File: src/rtl/tkd_pkg.sv
package tkd_pkg;

    typedef enum logic [1:0] {
        K_IDLE     = 2'd0,
        K_ENTER    = 2'd1,
        K_DETECT   = 2'd2,
        K_EXIT     = 2'd3
    } key_state_e;

    typedef enum logic {
        G_CAL = 1'b0,
        G_RUN = 1'b1
    } glob_state_e;

endpackage

File: src/rtl/tkd_drift_sched.sv
module tkd_drift_sched #(
    parameter int DRIFT_BASE   = 20,
    parameter int TOWARD_PER   = 18,
    parameter int AWAY_PER     = 6,
    parameter int HOLD_STROBES = 500
) (
    input  logic clk,
    input  logic rst_n,
    input  logic strobe_i,
    input  logic run_i,
    input  logic any_det_i,
    output logic tow_tick_o,
    output logic away_tick_o
);
    localparam int BW = (DRIFT_BASE   > 1) ? $clog2(DRIFT_BASE)   : 1;
    localparam int TW = (TOWARD_PER   > 1) ? $clog2(TOWARD_PER)   : 1;
    localparam int AW = (AWAY_PER     > 1) ? $clog2(AWAY_PER)     : 1;
    localparam int HW = $clog2(HOLD_STROBES + 1);

    logic [BW-1:0] base_q;
    logic [TW-1:0] tow_q;
    logic [AW-1:0] away_q;
    logic [HW-1:0] hold_q;
    logic          frozen;
    logic          advance;
    logic          period_end;
    logic          tow_last;
    logic          away_last;

    assign frozen     = any_det_i || (hold_q != '0);
    assign advance    = strobe_i && run_i && !frozen;
    assign period_end = (base_q == BW'(DRIFT_BASE - 1));
    assign tow_last   = (tow_q  == TW'(TOWARD_PER - 1));
    assign away_last  = (away_q == AW'(AWAY_PER - 1));

    assign tow_tick_o  = advance && period_end && tow_last;
    assign away_tick_o = advance && period_end && away_last;

    always_ff @(posedge clk or negedge rst_n) begin
        if (!rst_n) begin
            base_q <= '0;
            tow_q  <= '0;
            away_q <= '0;
            hold_q <= '0;
        end else if (strobe_i) begin
            if (!run_i) begin
                base_q <= '0;
                tow_q  <= '0;
                away_q <= '0;
                hold_q <= '0;
            end else begin
                if (!frozen) begin
                    if (period_end) begin
                        base_q <= '0;
                        tow_q  <= tow_last  ? '0 : tow_q  + TW'(1);
                        away_q <= away_last ? '0 : away_q + AW'(1);
                    end else begin
                        base_q <= base_q + BW'(1);
                    end
                end
                if (any_det_i)
                    hold_q <= HW'(HOLD_STROBES);
                else if (hold_q != '0)
                    hold_q <= hold_q - HW'(1);
            end
        end
    end

    // the last release always starts a full hold-off window
    a_r8_hold_after_release: assert property (@(posedge clk) disable iff (!rst_n)
        $fell(any_det_i) |-> (hold_q == HW'(HOLD_STROBES)));

    // no drift tick is issued while any key sits in detect
    a_r8_no_tick_in_detect: assert property (@(posedge clk) disable iff (!rst_n)
        any_det_i |-> !(tow_tick_o || away_tick_o));

endmodule

File: src/rtl/tkd_key_chan.sv
module tkd_key_chan
    import tkd_pkg::*;
#(
    parameter int SIG_W      = 16,
    parameter int CFG_W      = 8,
    parameter int MAXON_STEP = 20,
    parameter int POS_MARGIN = 4,
    parameter int HYS_SHIFT  = 3,
    parameter int FAST_OUT_N = 4
) (
    input  logic             clk,
    input  logic             rst_n,
    input  logic             strobe_i,
    input  logic             load_all_i,
    input  logic [SIG_W-1:0] sig_i,
    input  logic [CFG_W-1:0] thr_i,
    input  logic [CFG_W-1:0] di_i,
    input  logic             fast_out_i,
    input  logic [CFG_W-1:0] maxon_i,
    input  logic             recal_one_i,
    input  logic             tow_tick_i,
    input  logic             away_tick_i,
    output logic             maxon_hit_o,
    output logic             detect_o,
    output logic [SIG_W-1:0] ref_o
);
    localparam int TMAX  = ((1 << CFG_W) - 1) * MAXON_STEP;
    localparam int TMR_W = $clog2(TMAX + 1);
    localparam int SW2   = SIG_W + 2;

    key_state_e       st_q, st_n;
    logic [CFG_W-1:0] cnt_q, cnt_n;
    logic [TMR_W-1:0] tmr_q, tmr_n;
    logic [SIG_W-1:0] ref_q, ref_n;

    logic [CFG_W-1:0] thr_e, hys, di_e, ex_n;
    logic [CFG_W:0]   cnt_inc;
    logic [TMR_W:0]   tmr_inc;
    logic [TMR_W:0]   limit;
    logic [SW2-1:0]   sig_w, ref_w;
    logic             touch_lvl, hold_lvl, pos_recal, in_det, hit, local_recal;

    assign thr_e   = (thr_i == '0) ? CFG_W'(1) : thr_i;
    assign hys     = thr_e - (thr_e >> HYS_SHIFT);
    assign di_e    = (di_i < CFG_W'(2)) ? CFG_W'(2) : di_i;
    assign ex_n    = fast_out_i ? CFG_W'(FAST_OUT_N) : di_e;
    assign cnt_inc = {1'b0, cnt_q} + (CFG_W+1)'(1);
    assign tmr_inc = {1'b0, tmr_q} + (TMR_W+1)'(1);
    assign limit   = (TMR_W+1)'(maxon_i) * (TMR_W+1)'(MAXON_STEP);

    assign sig_w     = SW2'(sig_i);
    assign ref_w     = SW2'(ref_q);
    assign touch_lvl = ref_w >= sig_w + SW2'(thr_e);
    assign hold_lvl  = ref_w >= sig_w + SW2'(hys);
    assign pos_recal = sig_w > ref_w + SW2'(POS_MARGIN);

    assign in_det      = (st_q == K_DETECT) || (st_q == K_EXIT);
    assign hit         = in_det && (maxon_i != '0) && (tmr_inc >= limit);
    assign local_recal = pos_recal || (hit && recal_one_i);

    // state register
    always_ff @(posedge clk or negedge rst_n) begin
        if (!rst_n) begin
            st_q  <= K_IDLE;
            cnt_q <= '0;
            tmr_q <= '0;
            ref_q <= '0;
        end else begin
            st_q  <= st_n;
            cnt_q <= cnt_n;
            tmr_q <= tmr_n;
            ref_q <= ref_n;
        end
    end

    // next state
    always_comb begin
        st_n  = st_q;
        cnt_n = cnt_q;
        tmr_n = tmr_q;
        ref_n = ref_q;
        if (load_all_i || (strobe_i && local_recal)) begin
            st_n  = K_IDLE;          // key_recal
            cnt_n = '0;
            tmr_n = '0;
            ref_n = sig_i;
        end else if (strobe_i) begin
            if (in_det && (tmr_q != TMR_W'(TMAX)))
                tmr_n = tmr_inc[TMR_W-1:0];
            unique case (st_q)
                K_IDLE: begin
                    if (touch_lvl) begin
                        st_n  = K_ENTER;   // touch_seen
                        cnt_n = CFG_W'(1);
                    end else if (tow_tick_i && (sig_i < ref_q)) begin
                        ref_n = ref_q - SIG_W'(1);
                    end else if (away_tick_i && (sig_i > ref_q)) begin
                        ref_n = ref_q + SIG_W'(1);
                    end
                end
                K_ENTER: begin
                    if (!touch_lvl) begin
                        st_n  = K_IDLE;    // touch_lost
                        cnt_n = '0;
                    end else if (cnt_inc >= {1'b0, di_e}) begin
                        st_n  = K_DETECT;  // entry_met
                        cnt_n = '0;
                        tmr_n = '0;
                    end else begin
                        cnt_n = cnt_inc[CFG_W-1:0];
                    end
                end
                K_DETECT: begin
                    if (!hold_lvl) begin
                        st_n  = K_EXIT;    // release_seen
                        cnt_n = CFG_W'(1);
                    end
                end
                K_EXIT: begin
                    if (hold_lvl) begin
                        st_n  = K_DETECT;  // release_lost
                        cnt_n = '0;
                    end else if (cnt_inc >= {1'b0, ex_n}) begin
                        st_n  = K_IDLE;    // exit_met
                        cnt_n = '0;
                        tmr_n = '0;
                    end else begin
                        cnt_n = cnt_inc[CFG_W-1:0];
                    end
                end
                default: st_n = K_IDLE;
            endcase
        end
    end

    // outputs
    always_comb begin
        detect_o    = in_det;
        maxon_hit_o = hit;
        ref_o       = ref_q;
    end

    // detect can only be entered from the entry filter
    a_r2_enter_via_filter: assert property (@(posedge clk) disable iff (!rst_n)
        $rose(detect_o) |-> ($past(st_q) == K_ENTER));

    // detect ends only through the exit filter or a recalibration
    a_r5_exit_via_filter: assert property (@(posedge clk) disable iff (!rst_n)
        $fell(detect_o) |-> ($past(st_q) == K_EXIT || $past(load_all_i) || $past(local_recal)));

    // an inverted jump reloads the reference and drops detect
    a_r11_pos_recal: assert property (@(posedge clk) disable iff (!rst_n)
        (strobe_i && pos_recal) |=> (ref_q == $past(sig_i)) && !detect_o);

    // a full-calibration load clears detect and captures the signal
    a_r12_load_clears: assert property (@(posedge clk) disable iff (!rst_n)
        load_all_i |=> !detect_o && (ref_q == $past(sig_i)));

    // a key in detect with the signal at or past the release level stays in detect
    a_r4_hysteresis_hold: assert property (@(posedge clk) disable iff (!rst_n)
        (strobe_i && !load_all_i && !local_recal && st_q == K_DETECT && hold_lvl) |=> detect_o);

endmodule

File: src/rtl/tkd_top.sv
module tkd_top
    import tkd_pkg::*;
#(
    parameter int NKEYS        = 7,
    parameter int SIG_W        = 16,
    parameter int CFG_W        = 8,
    parameter int CAL_STROBES  = 4,
    parameter int DRIFT_BASE   = 20,
    parameter int TOWARD_PER   = 18,
    parameter int AWAY_PER     = 6,
    parameter int HOLD_STROBES = 500,
    parameter int MAXON_STEP   = 20,
    parameter int POS_MARGIN   = 4
) (
    input  logic                   clk,
    input  logic                   rst_n,
    input  logic                   strobe_i,
    input  logic [NKEYS*SIG_W-1:0] sig_i,
    input  logic [NKEYS*CFG_W-1:0] thr_i,
    input  logic [NKEYS*CFG_W-1:0] di_i,
    input  logic                   fast_out_i,
    input  logic [CFG_W-1:0]       maxon_i,
    input  logic                   recal_one_i,
    output logic [NKEYS-1:0]       detect_o,
    output logic                   touch_o,
    output logic                   cal_o,
    output logic [NKEYS*SIG_W-1:0] ref_o
);
    localparam int CCW = $clog2(CAL_STROBES + 1);

    glob_state_e      gst_q, gst_n;
    logic [CCW-1:0]   ccnt_q, ccnt_n;
    logic [NKEYS-1:0] hit_vec;
    logic [NKEYS-1:0] det_vec;
    logic             glob_hit;
    logic             load_all;
    logic             tow_tick, away_tick;

    assign glob_hit = (gst_q == G_RUN) && !recal_one_i && (|hit_vec);
    assign load_all = strobe_i && ((gst_q == G_CAL) || glob_hit);

    // state register
    always_ff @(posedge clk or negedge rst_n) begin
        if (!rst_n) begin
            gst_q  <= G_CAL;
            ccnt_q <= '0;
        end else begin
            gst_q  <= gst_n;
            ccnt_q <= ccnt_n;
        end
    end

    // next state
    always_comb begin
        gst_n  = gst_q;
        ccnt_n = ccnt_q;
        unique case (gst_q)
            G_CAL: begin
                if (strobe_i) begin
                    if (ccnt_q == CCW'(CAL_STROBES - 1)) begin
                        gst_n  = G_RUN;   // cal_done
                        ccnt_n = '0;
                    end else begin
                        ccnt_n = ccnt_q + CCW'(1);
                    end
                end
            end
            G_RUN: begin
                if (strobe_i && glob_hit) begin
                    gst_n  = G_CAL;       // stuck_all
                    ccnt_n = '0;
                end
            end
            default: gst_n = G_CAL;
        endcase
    end

    // outputs
    always_comb begin
        cal_o    = (gst_q == G_CAL);
        detect_o = det_vec;
        touch_o  = |det_vec;
    end

    tkd_drift_sched #(
        .DRIFT_BASE  (DRIFT_BASE),
        .TOWARD_PER  (TOWARD_PER),
        .AWAY_PER    (AWAY_PER),
        .HOLD_STROBES(HOLD_STROBES)
    ) u_sched (
        .clk        (clk),
        .rst_n      (rst_n),
        .strobe_i   (strobe_i),
        .run_i      (gst_q == G_RUN),
        .any_det_i  (|det_vec),
        .tow_tick_o (tow_tick),
        .away_tick_o(away_tick)
    );

    for (genvar k = 0; k < NKEYS; k++) begin : g_key
        tkd_key_chan #(
            .SIG_W     (SIG_W),
            .CFG_W     (CFG_W),
            .MAXON_STEP(MAXON_STEP),
            .POS_MARGIN(POS_MARGIN)
        ) u_key (
            .clk        (clk),
            .rst_n      (rst_n),
            .strobe_i   (strobe_i),
            .load_all_i (load_all),
            .sig_i      (sig_i[k*SIG_W +: SIG_W]),
            .thr_i      (thr_i[k*CFG_W +: CFG_W]),
            .di_i       (di_i[k*CFG_W +: CFG_W]),
            .fast_out_i (fast_out_i),
            .maxon_i    (maxon_i),
            .recal_one_i(recal_one_i),
            .tow_tick_i (tow_tick),
            .away_tick_i(away_tick),
            .maxon_hit_o(hit_vec[k]),
            .detect_o   (det_vec[k]),
            .ref_o      (ref_o[k*SIG_W +: SIG_W])
        );
    end

    // no key reports detect during full calibration
    a_r12_cal_no_detect: assert property (@(posedge clk) disable iff (!rst_n)
        cal_o |-> (detect_o == '0));

    // an all-key max-on event starts full calibration
    a_r10_stuck_all: assert property (@(posedge clk) disable iff (!rst_n)
        (strobe_i && !cal_o && !recal_one_i && (|hit_vec)) |=> cal_o);

    // with the single-key scope, the block never leaves RUN
    a_r9_single_scope_stays_run: assert property (@(posedge clk) disable iff (!rst_n)
        (!cal_o && recal_one_i) |=> !cal_o);

    // calibration only ends on a strobe
    a_r1_cal_waits_strobe: assert property (@(posedge clk) disable iff (!rst_n)
        (cal_o && !strobe_i) |=> cal_o);

endmodule

File: config.mk
export PLATFORM = sky130hd
export DESIGN_NAME = tkd_top
export DESIGN_NICKNAME = d
export VERILOG_FILES = /design/src/rtl/tkd_pkg.sv /design/src/rtl/tkd_drift_sched.sv /design/src/rtl/tkd_key_chan.sv /design/src/rtl/tkd_top.sv
export SDC_FILE = /design/constraint.sdc
export NUM_CORES = 2
export LEC_CHECK = 0
export ABC_CLOCK_PERIOD_IN_PS = 5700
export CAP_MARGIN = 20
export CORE_ASPECT_RATIO = 0.75
export CORE_MARGIN = 2
export CORE_UTILIZATION = 61
export DETAILED_ROUTE_END_ITERATION = 8
export DONT_BUFFER_PORTS = 1
export GPL_TIMING_DRIVEN = 1
export PLACE_DENSITY = 0.8
export SLEW_MARGIN = 0
export SYNTH_ARGS = -nofsm -noshare
export SYNTH_HDL_FRONTEND = slang
export SYNTH_SLANG_ARGS = --single-unit
File: constraint.sdc
create_clock -name clk -period 5.7 [get_ports clk]
set_clock_uncertainty 0.05 [all_clocks]
set_input_delay 0.57 -clock clk [delete_from_list [all_inputs] [get_ports clk]]
set_output_delay 0.57 -clock clk [all_outputs]
set_load 0.05 [all_outputs]
# Yosys cells after proc, flatten, opt, wreduce, memory -nomap -nowiden
# Index checks and enable logic that the tools add are counted.
# op_classes
mux	267
bitwise	1
addsub	61
n_div	0
magnitude_cmp	63
n_mul	1
eq_ne	72
shifts	0
reduce_logical	147
# op_table
operator	count
16-bit 2-to-1 mux	42
13-bit 2-to-1 mux	49
8-bit 2-to-1 mux	77
16-bit by 18-bit >= comparator with 1-bit output	14
16-bit by 8-bit adder with 17-bit output	14
8-bit one-hot mux with 4 select lines	7
13-bit one-hot mux with 2 select lines	7
9-bit by 8-bit >= comparator with 1-bit output	14
16-bit by 18-bit greater-than comparator with 1-bit output	7
16-bit by 3-bit adder with 17-bit output, second input constant	7
16-bit by 1-bit adder with 16-bit output, second input constant	7
16-bit greater-than comparator	7
16-bit < comparator	7
2-bit 2-to-1 mux	56
16-bit by 1-bit subtractor with 16-bit output, second input constant	7
13-bit by 1-bit adder with 14-bit output, second input constant	7
14-bit by 13-bit >= comparator with 1-bit output	7
13-bit != test, second input constant	7
8-bit by 1-bit adder with 9-bit output, second input constant	7
1-bit logical AND	58
8-bit zero test	7
8-bit by 2-bit < comparator with 1-bit output, second input constant	7
2-bit one-hot mux with 4 select lines	7
8-bit by 5-bit subtractor with 8-bit output	7
other kinds (34)	176
# word_totals
n_memories	0
output_inout_bits	121
input_bits	237
mem_bits_ro	0
ramBits	0
latchBits	0
register_bits	299
word_cells	646

# Logic depth before layout (Yosys ltp)
# logic_depth
ltp_word	15
mapped_depth	31
depth_no_buf	29

# Modules after synthesis
# From an unflattened synthesis, not the netlist that was laid out.
# hier_totals
cells_unflattened	5918
hier_area_um2	48784.3
# modules_own_cells
mod	area_each_um2	instances	seq_area_each_um2	cells_per_inst
tkd_key_chan at g_key[4].u_key ...	6673.9	2	975.9	820
tkd_key_chan at g_key[1].u_key	6824.0	1	975.9	816
tkd_key_chan at g_key[2].u_key	6792.8	1	975.9	824
tkd_key_chan at g_key[6].u_key	6777.8	1	975.9	827
tkd_key_chan at g_key[3].u_key	6751.5	1	975.9	815
tkd_key_chan at g_key[0].u_key	6580.1	1	975.9	811
tkd_drift_sched	1430.1	1	550.5	158
tkd_top	280.3	1	100.1	27

# Least setup slack after synthesis
# Ideal clock, no wire load.
# synth_path
path_type	input-to-reg
start	input port thr_i[53]
end	register g_key[6].u_key.tmr_q[2]
arrival_ns	5.789
cell_stages	30
required_ns	5.530
n_path_buf	2
setup_ns	0.120
slack_ns	-0.259
path_cell_list	clkbuf_1 -> nor4_1 -> a21o_1 -> inv_1 -> ha_1 -> inv_1 -> fa_1 -> maj3_1 -> a21oi_1 -> o21ai_0 -> o21ai_0 -> nand2_1 -> xnor2_1 -> ha_1 -> nand3_1 -> nand2_1 -> a41oi_1 -> nor2_1 -> nand3_1 -> xor2_1 -> ha_1 -> a21o_1 -> a211o_1 -> o211ai_1 -> o311ai_0 -> o21a_1 -> o211ai_1 -> nor3_1 -> buf_2 -> a31o_2
# synth_via
elab_chain_len	9
elab_cells_between_ends	12
classes_between	add/sub: 3; order compare: 2; mux: 6; reduce/logical: 1
# synth_lines
item	line_no	text
from (decl)	tkd_top.sv:19	input logic [NKEYS*CFG_W-1:0] thr_i,
8-bit zero test	tkd_key_chan.sv:43	assign thr_e = (thr_i == '0) ? CFG_W'(1) : thr_i;
8-bit 2-to-1 mux *	tkd_key_chan.sv:43	
8-bit by 5-bit subtractor with 8-bit output	tkd_key_chan.sv:44	assign hys = thr_e - (thr_e >> HYS_SHIFT);
16-bit by 8-bit adder with 17-bit output	tkd_key_chan.sv:54	assign hold_lvl = ref_w >= sig_w + SW2'(hys);
16-bit by 18-bit >= comparator with 1-bit output	tkd_key_chan.sv:54	
13-bit 2-to-1 mux	tkd_key_chan.sv:120	if (hold_lvl) begin
13-bit one-hot mux with 2 select lines *	tkd_key_chan.sv:90	unique case (st_q)
13-bit 2-to-1 mux *	tkd_key_chan.sv:87	end else if (strobe_i) begin
13-bit 2-to-1 mux *	tkd_key_chan.sv:82	if (load_all_i || (strobe_i && local_recal)) begin
to (signal assigned)	tkd_key_chan.sv:71	tmr_q <= tmr_n;
to (decl)	tkd_key_chan.sv:33	logic [TMR_W-1:0] tmr_q, tmr_n;
# Mark *: on every way between the ends. The rest lies on a longest branch, timed or not. The select of a mux whose other input is x is not followed.
# A chain may end at the register's enable or synchronous reset.

# Worst setup path after layout
# layout_path
start	register u_sched.hold_q[0]
end	register g_key[4].u_key.ref_q[15]
# layout_via
elab_chain_len	12
elab_cells_between_ends	16
classes_between	mux: 5; reduce/logical: 11
# layout_lines
item	line_no	text
from (decl)	tkd_drift_sched.sv:23	logic [HW-1:0] hold_q;
from (signal assigned)	tkd_drift_sched.sv:62	hold_q <= HW'(HOLD_STROBES);
from (signal assigned)	tkd_drift_sched.sv:64	hold_q <= hold_q - HW'(1);
9-bit nonzero test *	tkd_drift_sched.sv:30	assign frozen = any_det_i || (hold_q != '0);
1-bit logical OR *	tkd_drift_sched.sv:30	
1-bit zero test *	tkd_drift_sched.sv:31	assign advance = strobe_i && run_i && !frozen;
1-bit logical AND *	tkd_drift_sched.sv:31	
1-bit logical AND *	tkd_drift_sched.sv:36, tkd_drift_sched.sv:37	
1-bit logical AND	tkd_drift_sched.sv:36	assign tow_tick_o = advance && period_end && tow_last;
1-bit logical AND	tkd_key_chan.sv:95	end else if (tow_tick_i && (sig_i < ref_q)) begin
16-bit 2-to-1 mux	tkd_key_chan.sv:95	
16-bit 2-to-1 mux	tkd_key_chan.sv:92	if (touch_lvl) begin
16-bit 2-to-1 mux	tkd_key_chan.sv:90	
16-bit 2-to-1 mux	tkd_key_chan.sv:87	
16-bit 2-to-1 mux	tkd_key_chan.sv:82	
to (signal assigned)	tkd_key_chan.sv:72	ref_q <= ref_n;
to (decl)	tkd_key_chan.sv:34	logic [SIG_W-1:0] ref_q, ref_n;
# Marked as above.

==> summary.txt <==
Detailed routing
  – # DRC: 0
  – Vias per cell: 6.40
  – Routed Antenna Nets: 0
  – Vias: between 40000 and 50000
  – DRT Wirelength: 136000 um
  – Initial DRC count: ~3800
  – First-pass DRT Iterations: 6
  – WL per Instance: 19.7 um

Worst setup path
  – CP Buf/Inv Count: 3
  – Critical Path Max Stage Delay: 0.62 ns
  – Slowest CP cell: or4_4
  – CP endpoint kind: flop
  – Worst EP required: roughly 6.1 ns
  – Worst path arrival time: between 5 and 6 ns
  – Max FO, Critical Path: 19
  – Critical Setup Path Class: flop to flop
  – Launch point of the worst reg-to-reg path: u_sched.hold_q[0]
  – Kind of cell adding the most delay to the critical path: simple AND/OR/NAND/NOR gates
  – Startpoint Class: flop
  – Cell Chain, Critical Path: inv_1, ha_1, or3b_4, or4_4, or4_4, buf_4, nor4_4, buf_6, ha_1, a211oi_2, o21ai_0, nand3_1, nand4_1, nand3_1, a41oi_1, o21a_1, or4_1, a31oi_1
  – Critical Path Start: u_sched.hold_q[0]

Finish
  – Fill count: approximately 6200
  – Footprint of the multi-input gates: approximately 37000 um^2
  – Syn-to-layout area delta: 9.15%
  – Final instance area: a little over 50000 um^2
  – Final nets: 7067
  – Reg area: between 7000 and 8000 um^2
  – Layout cells sized above 1: between 8 and 9%

Clock network
  – H-Tree Depth: 2
  – Clock sinks: between 200 and 300
  – Clock slew at reported path FFs: approximately 0.060 ns
  – Worst-Skew Late Latency: slightly below 0.6 ns
  – Longest Clk Path Bufs: 3
  – Root Driver: clkbuf_16
  – CTS tree: yes
  – Num CTS Buffers: 39

Placement
  – Port buffer count: 0
  – DP HPWL: between 100000 and 150000 um
  – Placer Congestion: slightly below 1
  – Cell area after placement: just under 50000 um^2

Pwr
  – Max VDD drop: ~0.21 mV
  – Combinational power share: around 70%
  – Sequential Power Share: between 10% and 20%
  – Sw Share: 51.8%
  – Clock share of power: 13.4%
  – Internal Power: between 9000 and 10000 uW
  – Pwr dens: roughly 400 nW/um^2
  – Leak Pwr: about 0.024 uW
  – Switching Power: 10400 uW

Logic synthesis
  – Synth cell count leaders: ha_1, nor2_1, a21oi_1
  – Library cells used by synthesis: roughly 90
  – Sequential area share after synthesis: between 10% and 20%
  – Post-Syn Instances: between 5000 and 6000
  – Share of the synthesized area in the top cell type: around 25%
  – Number of synthesized flops with an enable pin: 0
  – Top-count cell post-synth: ha_1
  – Most used DFF post-synth: dfrtp_1
  – Asr flop ratio synth: 100%
  – Syn avg cell area: ~8 um^2
  – Synthesized flop and latch total: approximately 300
  – Syn Nets: between 6000 and 7000
  – Largest area contributor in the netlist: ha_1
  – Syn. warnings: 0
  – Dominant cells by area after synthesis: ha_1, dfrtp_1, xnor2_1
  – Mapped Area: 46100 um^2

Global route
  – Largest net degree at the start of global routing: 300
  – Total GRT Usage: ~34%
  – Initial antenna violation count: 5
  – GRT overflow: 0
  – Vias in the first global route: between 40000 and 50000
  – First-pass GRT wire length: 220000 um

Timing
  – Worst-margin pin slew: ~1.2 ns
  – Crit share post-route: 96.0%
  – RSZ-0062 raised after global routing: true
  – Fin. Hold Viols: approximately 300
  – Achievable frequency: ~180 MHz
  – Setup_tns: 0 ns
  – Rel. slew slack: between 10% and 20%
  – Hold WS: -0.317 ns
  – Final Max Slew Viols: 0
  – Final setup vio count: 0
  – Tmin final: 5.47 ns

Die
  – Die height: 242 um
  – Area of the core: 75000 um^2
  – Die Area: slightly below 80000 um^2
  – # IOs: roughly 360
  – Initial core utilization: 61.4%
  – Row cnt: 87
  – Die W: 321 um

Status
  – Failing checks: negative hold slack
  – Status: complete, but fails checks

Hold path
  – Tightest Hold Check Type: input pin to asynchronous set/reset pin

Job
  – Maxcap violations: 0
routing by layer:
metal	wire, um	track usage [%]	up-vias
met5	18	0	-
li1	-	-	21300
met3	12000	6.29	349
met1	59700	46.7	20800
met2	58900	52.8	1695
met4	5130	12.5	2
registers in the layout (all words and copies together), names as in the netlist:
signal / cells
g_key.u_key.ref_o: 112
g_key.u_key.tmr_q: 91
g_key.u_key.cnt_q: 56
g_key.u_key.st_q: 14
u_sched.hold_q: 9
u_sched.base_q: 5
u_sched.tow_q: 5
ccnt_q: 3
u_sched.away_q: 3
gst_q: 1
kinds of logic after synthesis:
group	Yosys count	share of synthesized area [%]
flip-flops	299	16.2
adder cells (fa/ha/maj)	944	26.1
AO/OA/AOI/OAI	1553	22.4
XOR/XNOR	515	9.79
buffers and inverters	601	5.00
AND/OR/NAND/NOR	1787	19.2
multiplexers	54	1.22
cells in the final DEF (no fill, tap or decap), types with 15 or more instances in the layout:
master     Yosys  routed
o21bai_1      49      49
a21oi_1      427     423
and4_1        18      18
nand2_1      426     426
or3_1         25      25
a211oi_1      53      52
o21a_1        74      74
o21ai_0      267     260
a22o_1        58      58
o211ai_1      60      60
a21o_1       143     143
nand4_1      104     104
or2_2         38      38
mux2i_1       38      38
xor2_1       169     169
a211o_1       25      25
o41ai_1       22      19
a31o_2        21      21
o31ai_1       48      45
ha_1         913     913
nor3_1       114     113
a32o_1        23      22
a2111oi_0     18      15
nor4_1        45      38
dfrtp_1      299     299
buf_4          8     266
xnor2_1      346     346
nor2b_1       80      80
and2_1        25      25
fa_1          29      29
nand2b_1     114     114
nor2_1       437     437
and3_1        77      77
nand3_1      219     219
o31a_1        20      20
clkbuf_16      0      41
mux2_2        16      16
inv_1        421     420
a31oi_1       62      61
final cells by class:
| cell class | count | share of cell area [%] |
|---|---|---|
| inverters | 421 | 3.14 |
| well taps | 979 | 2.44 |
| flip-flops and latches | 299 | 14.9 |
| multi-input cells | 4853 | 72.6 |
| clock inverters | 21 | 0.523 |
| repair buffers | 274 | 4.25 |
| clock buffers | 50 | 2.15 |
| diodes | 4 | 0.0199 |
timing repair:
action	in CTS	in global routing
buffers inserted	0	3
gates resized for setup	0	30
setup endpoints to repair	0	100
endpoints found under the hold margin	299	299
worst reg2reg max path, cell delays in order (launching register included):
cell and delay (ns):
dfrtp_1 0.38, inv_1 0.09, ha_1 0.21, or3b_4 0.42
or4_4 0.51, or4_4 0.62, buf_4 0.24, nor4_4 0.39
buf_6 0.26, ha_1 0.29, a211oi_2 0.26, o21ai_0 0.18
nand3_1 0.12, nand4_1 0.16, nand3_1 0.13, a41oi_1 0.18
o21a_1 0.24, or4_1 0.47, a31oi_1 0.18
power groups by stage:
stage	Clock [uW]	Combinational (uW)	Sequential [uW]
floorplan	0	8490	4880
global placement	0	13200	3460
detailed placement	0	13600	3490
CTS	2720	13700	3460
global route	2800	15500	3540
finish	2690	14000	3470
metrics by stage:
step | util, % | total power (uW) | setup slack [ns] | hold WS (ns) | instances
2_1_floorplan | - | 13400 | 0.00295 | 0.224 | 5753
3_3_place_gp | 65.0 | 16600 | -0.402 | 0.257 | 6821
3_5_place_dp | 65.0 | 17100 | -0.448 | 0.256 | 6821
4_1_cts | 66.8 | 19900 | 0.114 | -0.358 | 6892
5_1_grt | 67.0 | 21800 | -0.0369 | -0.342 | 6898
6_report | 67.0 | 20200 | 0.230 | -0.317 | 6901
worst paths after layout:
kind	end	depth (start not counted)	slack, ns
setup / recovery	g_key[4].u_key.ref_o[15]	18	0.23
hold / removal	g_key[5].u_key.ref_o[2]	0	-0.32
setup reg to reg	g_key[4].u_key.ref_o[15]	18	0.23
hold reg to reg	ccnt_q[2]	1	0.44
max in group asynchronous	g_key[4].u_key.ref_o[2]	0	4.97
min in group clk	g_key[3].u_key.ref_o[12]	2	0.06
No activity file was read; power rests on OpenSTA's default activity.
